**config.mk**
```make
export PLATFORM = sky130hd
export DESIGN_NAME = reseed_pattern_gen
export DESIGN_NICKNAME = d
export VERILOG_FILES = /design/src/rtl/mprg_pkg.sv /design/src/rtl/mprg_tap_select.sv /design/src/rtl/mprg_lfsr.sv /design/src/rtl/mprg_seq.sv /design/src/rtl/reseed_pattern_gen.sv
export SDC_FILE = /design/constraint.sdc
export NUM_CORES = 1
export LEC_CHECK = 0
export BUFFER_PORTS_ARGS = -buffer_cell sky130_fd_sc_hd__buf_2
export CORE_AREA = 2 2 48 50
export CTS_CLUSTER_DIAMETER = 60
export CTS_CLUSTER_SIZE = 25
export DETAILED_ROUTE_END_ITERATION = 10
export DIE_AREA = 0 0 50 52
export PLACE_DENSITY = 0.86
export SYNTH_ARGS = -nofsm -noshare
export SYNTH_HDL_FRONTEND = slang
export SYNTH_HIERARCHICAL = 1
export SYNTH_SLANG_ARGS = --single-unit
```
**constraint.sdc**
```tcl
create_clock -name clk -period 4 [get_ports clk]
set_input_delay 0.8 -clock clk [delete_from_list [all_inputs] [get_ports clk]]
set_output_delay 0.8 -clock clk [all_outputs]
set_load 0.01 [all_outputs]
```
**src/rtl/mprg_pkg.sv**
```systemverilog
package mprg_pkg;

    typedef enum logic [1:0] {
        ST_IDLE  = 2'd0,
        ST_FETCH = 2'd1,
        ST_SHIFT = 2'd2,
        ST_DONE  = 2'd3
    } seq_state_e;

    // Feedback tap mask for table slot idx; bit 0 always taps the output stage.
    function automatic int tap_entry(input int idx, input int width);
        return ((5 * idx + 9) % (1 << width)) | 1;
    endfunction

endpackage

```
**src/rtl/mprg_tap_select.sv**
```systemverilog
module mprg_tap_select #(
    parameter int LFSR_W   = 4,
    parameter int ID_W     = 4,
    parameter int NUM_POLY = 12
) (
    input  logic              clk,
    input  logic              rst,
    input  logic              load,
    input  logic [ID_W-1:0]   id_in,
    output logic [LFSR_W-1:0] mask
);
    localparam int SLOTS = 1 << ID_W;

    logic [LFSR_W-1:0] tbl [SLOTS];
    logic [ID_W-1:0]   id_q;

    for (genvar i = 0; i < SLOTS; i++) begin : g_tbl
        if (i < NUM_POLY) begin : g_pop
            assign tbl[i] = LFSR_W'(mprg_pkg::tap_entry(i, LFSR_W));
        end else begin : g_fallback
            assign tbl[i] = LFSR_W'(mprg_pkg::tap_entry(0, LFSR_W));
        end
    end

    always_ff @(posedge clk) begin
        if (rst)       id_q <= '0;
        else if (load) id_q <= id_in;
    end

    assign mask = tbl[id_q];


    mask_hold_chk: assert property (@(posedge clk) disable iff (rst)
        !load |=> $stable(mask));

endmodule

```
**src/rtl/mprg_lfsr.sv**
```systemverilog
module mprg_lfsr #(
    parameter int LFSR_W = 4
) (
    input  logic              clk,
    input  logic              rst,
    input  logic              load,
    input  logic              shift,
    input  logic [LFSR_W-1:0] seed,
    input  logic [LFSR_W-1:0] mask,
    output logic              bit_out
);
    logic [LFSR_W-1:0] st_q;
    logic              fb;

    assign fb      = ^(st_q & mask);
    assign bit_out = st_q[0];

    always_ff @(posedge clk) begin
        if (rst)        st_q <= '0;
        else if (load)  st_q <= seed;
        else if (shift) st_q <= {fb, st_q[LFSR_W-1:1]};
    end


    shift_move_chk: assert property (@(posedge clk) disable iff (rst)
        (shift && !load) |=> st_q[LFSR_W-2:0] == $past(st_q[LFSR_W-1:1]));


    zero_lockin_chk: assert property (@(posedge clk) disable iff (rst)
        (shift && !load && st_q == '0) |=> st_q == '0);

endmodule

```
**src/rtl/mprg_seq.sv**
```systemverilog
module mprg_seq #(
    parameter int CHAIN_LEN = 10,
    parameter int NUM_PAT   = 4,
    parameter int CNT_W     = 3
) (
    input  logic             clk,
    input  logic             rst,
    input  logic             start,
    input  logic             word_valid,
    output logic             word_ready,
    output logic             load,
    output logic             shift,
    output logic             done,
    output logic [CNT_W-1:0] pat_cnt
);
    import mprg_pkg::*;

    localparam int SH_W = (CHAIN_LEN > 1) ? $clog2(CHAIN_LEN) : 1;
    localparam logic [SH_W-1:0]  LAST_SH = SH_W'(CHAIN_LEN - 1);
    localparam logic [CNT_W-1:0] LAST_PAT = CNT_W'(NUM_PAT);

    seq_state_e      state_q;
    logic [SH_W-1:0] sh_q;

    assign word_ready = (state_q == ST_FETCH);
    assign load       = word_ready && word_valid;
    assign shift      = (state_q == ST_SHIFT);
    assign done       = (state_q == ST_DONE);

    always_ff @(posedge clk) begin
        if (rst) begin
            state_q <= ST_IDLE;
            sh_q    <= '0;
            pat_cnt <= '0;
        end else begin
            case (state_q)
                ST_IDLE: if (start) begin
                    pat_cnt <= '0;
                    state_q <= ST_FETCH;
                end
                ST_FETCH: if (word_valid) begin
                    sh_q    <= '0;
                    state_q <= ST_SHIFT;
                end
                ST_SHIFT: begin
                    sh_q <= sh_q + 1'b1;
                    if (sh_q == LAST_SH) begin
                        pat_cnt <= pat_cnt + 1'b1;
                        state_q <= ST_DONE;
                    end
                end
                default: state_q <= (pat_cnt == LAST_PAT) ? ST_IDLE : ST_FETCH;
            endcase
        end
    end


    accept_to_shift_chk: assert property (@(posedge clk) disable iff (rst)
        load |=> (shift && !word_ready));


    done_pulse_chk: assert property (@(posedge clk) disable iff (rst)
        done |=> !done);


    done_after_shift_chk: assert property (@(posedge clk) disable iff (rst)
        $fell(shift) |-> done);


    count_step_chk: assert property (@(posedge clk) disable iff (rst)
        $rose(done) |-> pat_cnt == $past(pat_cnt) + 1'b1);

endmodule

```
**src/rtl/reseed_pattern_gen.sv**
```systemverilog
module reseed_pattern_gen #(
    parameter int LFSR_W    = 4,
    parameter int ID_W      = 4,
    parameter int NUM_POLY  = 12,
    parameter int CHAIN_LEN = 10,
    parameter int NUM_PAT   = 4,
    localparam int WORD_W   = LFSR_W + ID_W,
    localparam int CNT_W    = $clog2(NUM_PAT + 1)
) (
    input  logic              clk,
    input  logic              rst,
    input  logic              start,
    input  logic              word_valid,
    output logic              word_ready,
    input  logic [WORD_W-1:0] word_data,
    output logic              scan_en,
    output logic              scan_out,
    output logic              pattern_done,
    output logic [CNT_W-1:0]  pattern_count
);
    logic              load, shift, lfsr_bit;
    logic [LFSR_W-1:0] mask;

    mprg_seq #(
        .CHAIN_LEN (CHAIN_LEN),
        .NUM_PAT   (NUM_PAT),
        .CNT_W     (CNT_W)
    ) u_seq (
        .clk        (clk),
        .rst        (rst),
        .start      (start),
        .word_valid (word_valid),
        .word_ready (word_ready),
        .load       (load),
        .shift      (shift),
        .done       (pattern_done),
        .pat_cnt    (pattern_count)
    );

    mprg_tap_select #(
        .LFSR_W   (LFSR_W),
        .ID_W     (ID_W),
        .NUM_POLY (NUM_POLY)
    ) u_taps (
        .clk   (clk),
        .rst   (rst),
        .load  (load),
        .id_in (word_data[WORD_W-1:LFSR_W]),
        .mask  (mask)
    );

    mprg_lfsr #(
        .LFSR_W (LFSR_W)
    ) u_lfsr (
        .clk     (clk),
        .rst     (rst),
        .load    (load),
        .shift   (shift),
        .seed    (word_data[LFSR_W-1:0]),
        .mask    (mask),
        .bit_out (lfsr_bit)
    );

    assign scan_en  = shift;
    assign scan_out = shift & lfsr_bit;


    no_ready_in_shift_chk: assert property (@(posedge clk) disable iff (rst)
        scan_en |-> !word_ready);

endmodule

```
# --- After elaboration in Yosys (flattened, before gate mapping) ---
# Memory sizes are Yosys's and may differ from the RTL's.
# Index checks and enable logic that the tools add are counted.
op_classes:
  n_addsub: 2
  n_lt_le_gt_ge: 1
  eq_ne: 8
  muxes: 14
  bitwise: 3
  reduce_logical: 9
ops:
  columns: ["cell", "n"]
  rows:
  - ["$mux W4", 5]
  - ["$pmux W4 S2", 1]
  - ["$mux W2", 3]
  - ["$mux W3", 2]
  - ["$pmux W2 S3", 1]
  - ["$pmux W3 S2", 1]
  - ["$reduce_and A3 Y1", 2]
  - ["$reduce_bool A2 Y1", 3]
  - ["$ge A5 B5 Y1 const B", 1]
  - ["$not A4 Y5", 1]
  - ["$add A4 B1 Y4 const B", 1]
  - ["$and A4 B4 Y4", 1]
  - ["$eq A2 B2 Y1 const B", 2]
  - ["$eq A4 B4 Y1 const B", 1]
  - ["$ne A2 B2 Y1 const B", 2]
  - ["$reduce_xor A4 Y1", 1]
  - ["$add A3 B1 Y3 const B", 1]
  - ["$eq A3 B3 Y1 const B", 1]
  - ["$eq A2 B1 Y1 const B", 1]
  - ["$logic_not A2 Y1", 1]
  - ["$ne A2 B1 Y1 const B", 1]
  - ["$reduce_and A2 Y1", 1]
  - ["$and A1 B1 Y1", 1]
  - ["$logic_and A1 B1 Y1", 1]
  - ["$mux W1", 1]
word_totals:
  regBits: 17
  rom_bits: 64
  input_bits: 12
  output_inout_bits: 7
  memories: 1
mem_list:
  columns: ["name", "words", "width", "rd", "rd_ports_with_merged_regs", "wr", "line", "source"]
  rows:
  - ["(name not given)", 16, 4, 1, 0, 0, "mprg_tap_select.sv:30", "assign mask = tbl[id_q];"]

# --- Longest topological paths before layout ---
logic_depth:
  word_depth: 8
  mapped_depth: 8
  depth_no_buf: 8

# --- Modules after synthesis ---
# The synthesis kept the hierarchy.
by_module_without_submodules:
  columns: ["mod", "instances", "cells_per_inst", "area_each_um2", "seq_area_each_um2"]
  rows:
  - ["mprg_seq", 1, 66, 599.3, 180.2]
  - ["mprg_tap_select", 1, 28, 251.5, 80.1]
  - ["mprg_lfsr", 1, 29, 232.7, 80.1]
  - ["reseed_pattern_gen", 1, 1, 6.3, 0.0]

# --- Worst setup path after synthesis ---
# OpenSTA, ideal clock, no wires.
synth_path:
  path_type: "register to output"
  from: "reg u_seq.state_q[0]"
  to: "out scan_out"
  arrival_time_ns: 0.858
  t_required_ns: 3.200
  slack_ns: 2.342
  path_stages_with_launch: 4
  path_buffers: 0
  path_cell_list: "dfxtp_1 inv_1 ha_1 and2_1"
synth_via:
  elab_chain_len: 2
synth_lines:
  columns: ["element", "line", "source"]
  rows:
  - ["start: declaration", "mprg_seq.sv:22", "seq_state_e state_q;"]
  - ["start signal: assignment", "mprg_seq.sv:52", "default: state_q <= (pat_cnt == LAST_PAT) ? ST_IDLE : ST_FETCH;"]
  - ["$eq A2 B2 Y1", "mprg_seq.sv:27", "assign shift = (state_q == ST_SHIFT);"]
  - ["named net scan_en", "reseed_pattern_gen.sv:16", "output logic scan_en,"]
  - ["$and A1 B1 Y1", "reseed_pattern_gen.sv:65", "assign scan_out = shift & lfsr_bit;"]
  - ["end: declaration", "reseed_pattern_gen.sv:17", "output logic scan_out,"]
# The timed path passes the listed nets, and every way through them passes these cells.

# --- Worst setup path in the final report ---
layout_path:
  from: "reg u_seq.state_q[0]"
  to: "out scan_out"
layout_via:
  elab_chain_len: 2
layout_lines:
  columns: ["element", "line"]
  rows:
  - ["$eq A2 B2 Y1", "mprg_seq.sv:27"]
  - ["$and A1 B1 Y1", "reseed_pattern_gen.sv:65"]
# No other way between the ends.

==> metrics.md <==
| Metric | Value |
|---|---|
| Status | finished clean |
| CP cell instances | inv_1 -> ha_1 -> and2_1 -> buf_2 |
| Pwr Density | 483 mW/mm^2 |
| Final period utilization | 61.1% |
| Max-cap violations | 0 |
| CTS tree | yes |
| Die Ht | 52 microns |
| Largest family of logic cells by synthesized area | simple AND/OR/NAND/NOR gates |
| Lkg Pwr | 0.000529 uW |
| H-tree depth | 1 |
| Core Footprint | around 0.0021 sq mm |
| HP Class | register to register |
| Die width | about 50 microns |
| Syn avg cell area | between 8 and 9 sq um |
| Via count | 884 |
| Switching share of power | between 30% and 40% |
| Clock sink total | 17 |
| CP max-delay cell | ha_1 |
| Antenna violations before repair | 0 |
| # rows | 17 |
| # Post-CTS Setup Buffers | 0 |
| Crit-path max FO | 17 |
| Design Area, Final | 0.00120 sq mm |
| Vias in the first global route | slightly below 900 |
| # nets final | 165 |
| Adder-Cell Fraction of Synth Area | 13.8% |
| P&R area growth vs syn | 10.4% |
| RSZ-0062 raised after global routing | no |
| Remaining DRCs | 0 |
| Cts hold-fix bufs | 0 |
| Global-route wire length before repair | between 3000 and 4000 microns |
| Fmax | 0.409 GHz |
| Ys Warns | 6 |
| N_diodes | 0 |
| Max-slew violation count | 0 |
| Synth Area in Compound Gates | 15.3% |
| Peak supply drop | 370 uV |
| Post-DP HPWL | about 1500 microns |
| Worst setup SP type | register |
| Slew margin rel. | 56.5% |
| Total CTS buffers | 3 |
| Setup slack, reg-to-reg | between 2 and 2.5 ns |
| Fin crit period | 2.45 ns |
| Initial core utilization | 51.8% |
| Gp weighted congestion | roughly 0.76 |
| Routed WL per cell | 12.0 microns |
| Seq pwr share | 37.6% |
| Placed Cells incl. Taps | 164 |
| Setup violations, final | 0 |
| Syn nets | 148 |
| Worst Path Buf+Inv | 2 |
| Overflow after GRT | 0 |
| Worst Setup End Kind | output pin |
| Setup total negative slack | 0 ns |
| Max clock buf depth | 2 |
| Switching component of the power | 227 uW |
| DR iter-0 viols | 20 |
| Share of cells above drive strength 1 | between 20 and 25% |
| Post-Synthesis Cell Area | 0.00109 sq mm |
| Setup ws final | 1.55 ns |
| Die ar. | 0.00260 sq mm |
| DR pass1 iterations | 4 |
| Post-synthesis register bit count | 17 |
| Gate count of the mapped netlist | 124 |
| I/O pins | 19 |
| Worst setup path class | register to output pin |
| Crit-path max cell delay | 0.58 ns |
| WP data arrival | 1.65 ns |
| Final hold violation count | 0 |
| Most frequent cells in the layout | buf_2, nor2_1, dfxtp_1 |
| XOR/XNOR share of the synthesized area | 2.41% |
| WP data required | 3.20 ns |
| DP Worst Slack | 1.88 ns |
| Final std cells w/o fill | 168 |
| Post-placement cell area | 0.00118 sq mm |
| Mux share of post-synthesis cell area | 8.27% |
| Largest net degree at the start of global routing | 19 |
| Internal power | 354 uW |
| Tightest Pin Transition | 0.652 ns |
| Register area share after synthesis | a little under a third |
| Synth unique cells | 37 |
| Synth Area in Simple Gates | between 20% and 30% |
| Clock root buffer | clkbuf_4 |
| Power share of the combinational group | between 40% and 50% |
| Worst path top cell family by delay | adder cells |
| Skew final | 0.00397 ns |
| Port Buf Inserts | 18 |
| Worst skew pair latency | 0.29 ns |
| Via/cell ratio | between 5 and 6 |
| Final wirelength | around 2000 microns |
| Clock transition at path regs | approximately 0.10 ns |
| Post-route ant nets | 0 |
| Clock power frac | 15.9% |
| Post_cts resized | 0 |
| GRT Overall Usage | 17.6% |
power groups by stage:
stage / clock network (uW) / registers (uW) / logic [uW]
final: 92.3 / 219 / 270
after floorplan: 0 / 215 / 226
after detailed placement: 0 / 222 / 267
after global routing: 104 / 224 / 297
after CTS: 95.3 / 218 / 268
after global placement: 0 / 218 / 252
final timing paths:
path | depth (start not counted) | startpoint | end
worst max-delay path | 4 | u_seq/state_q[0] | scan_out
worst min-delay path | 2 | u_seq/sh_q[0] | u_seq/sh_q[0]
worst max register to register | 6 | u_seq/state_q[0] | u_seq/pat_cnt[1]
worst min register to register | 2 | u_seq/sh_q[0] | u_seq/sh_q[0]
sequential cells by signal (all words and copies together) (netlist names):
signal	flops
u_seq/sh_q	4
u_seq/state_q	2
u_taps/id_q	4
u_seq/pat_cnt	3
u_lfsr/st_q	4
Yosys cell counts (all sizes together):
cell type  number  area [sq um]
nor2           18          67.6
dfxtp          17           340
ha             12           150
mux2i           9          90.1
a21oi           8          40.0
inv             8          30.0
nand2           8          30.0
buf             5          32.5
and2            4          26.3
o21ai           4          20.0
a211oi          3          45.0
nand2b          3          18.8
xnor2           3          26.3
a2bb2oi         2          17.5
and2b           2          17.5
nand3b          2          27.5
nor3            2          10.0
nor3b           2          20.0
o22ai           2          12.5
a21o            1          7.51
a22oi           1          7.51
a31oi           1          6.26
clkbuf          1          5.00
conb            1          3.75
nand3           1          5.00
o32a            1          10.0
or2             1          6.26
or2b            1          7.51
or3b            1          8.76
worst min-delay path: cells and delay by family, from the launching register on:
| kind | cells | cell delay, ns |
|---|---|---|
| AND/OR/NAND/NOR | 1 | 0.07 |
| AO/OA/AOI/OAI | 1 | 0.05 |
| flip-flops | 1 | 0.36 |
area by class of cell:
cell class                      instances  area (sq um)
Clock buffer                            4          26.3
Fill cell                             197           902
Inverter                                8          30.0
Multi-Input combinational cell         93           682
Sequential cell                        17           340
Tap cell                               28          35.0
Timing Repair Buffer                   18          90.1
layer usage:
metal / part of all wire [%] / vias to the layer above / global-route usage (%)
li1: - / 444 / -
met1: 42 / 419 / 19.6
met2: 54 / 17 / 31.8
met3: 3.0 / 4 / 2.87
met4: 1.7 / 0 / 9.72
met5: 0 / - / 0
cell families (layout without fill, tap and decap cells):
logic type | count (synthesis) | in the layout
AO/OA/AOI/OAI | 23 | 23
XOR/XNOR | 3 | 3
adder cells (fa/ha/maj) | 12 | 12
buffers and inverters | 14 | 30
flip-flops | 17 | 17
multiplexers | 9 | 9
other | 1 | 1
AND/OR/NAND/NOR | 45 | 45
stage by stage:
stage          total power (uW)  hold slack (ns)  utilization (%)
6_report                    581            0.519             57.2
5_1_grt                     625            0.554             57.2
4_1_cts                     581            0.521             57.2
3_5_place_dp                489            0.507             55.9
3_3_place_gp                470            0.497             55.9
2_1_floorplan               441            0.478                -
(Power assumes the default switching activity.)
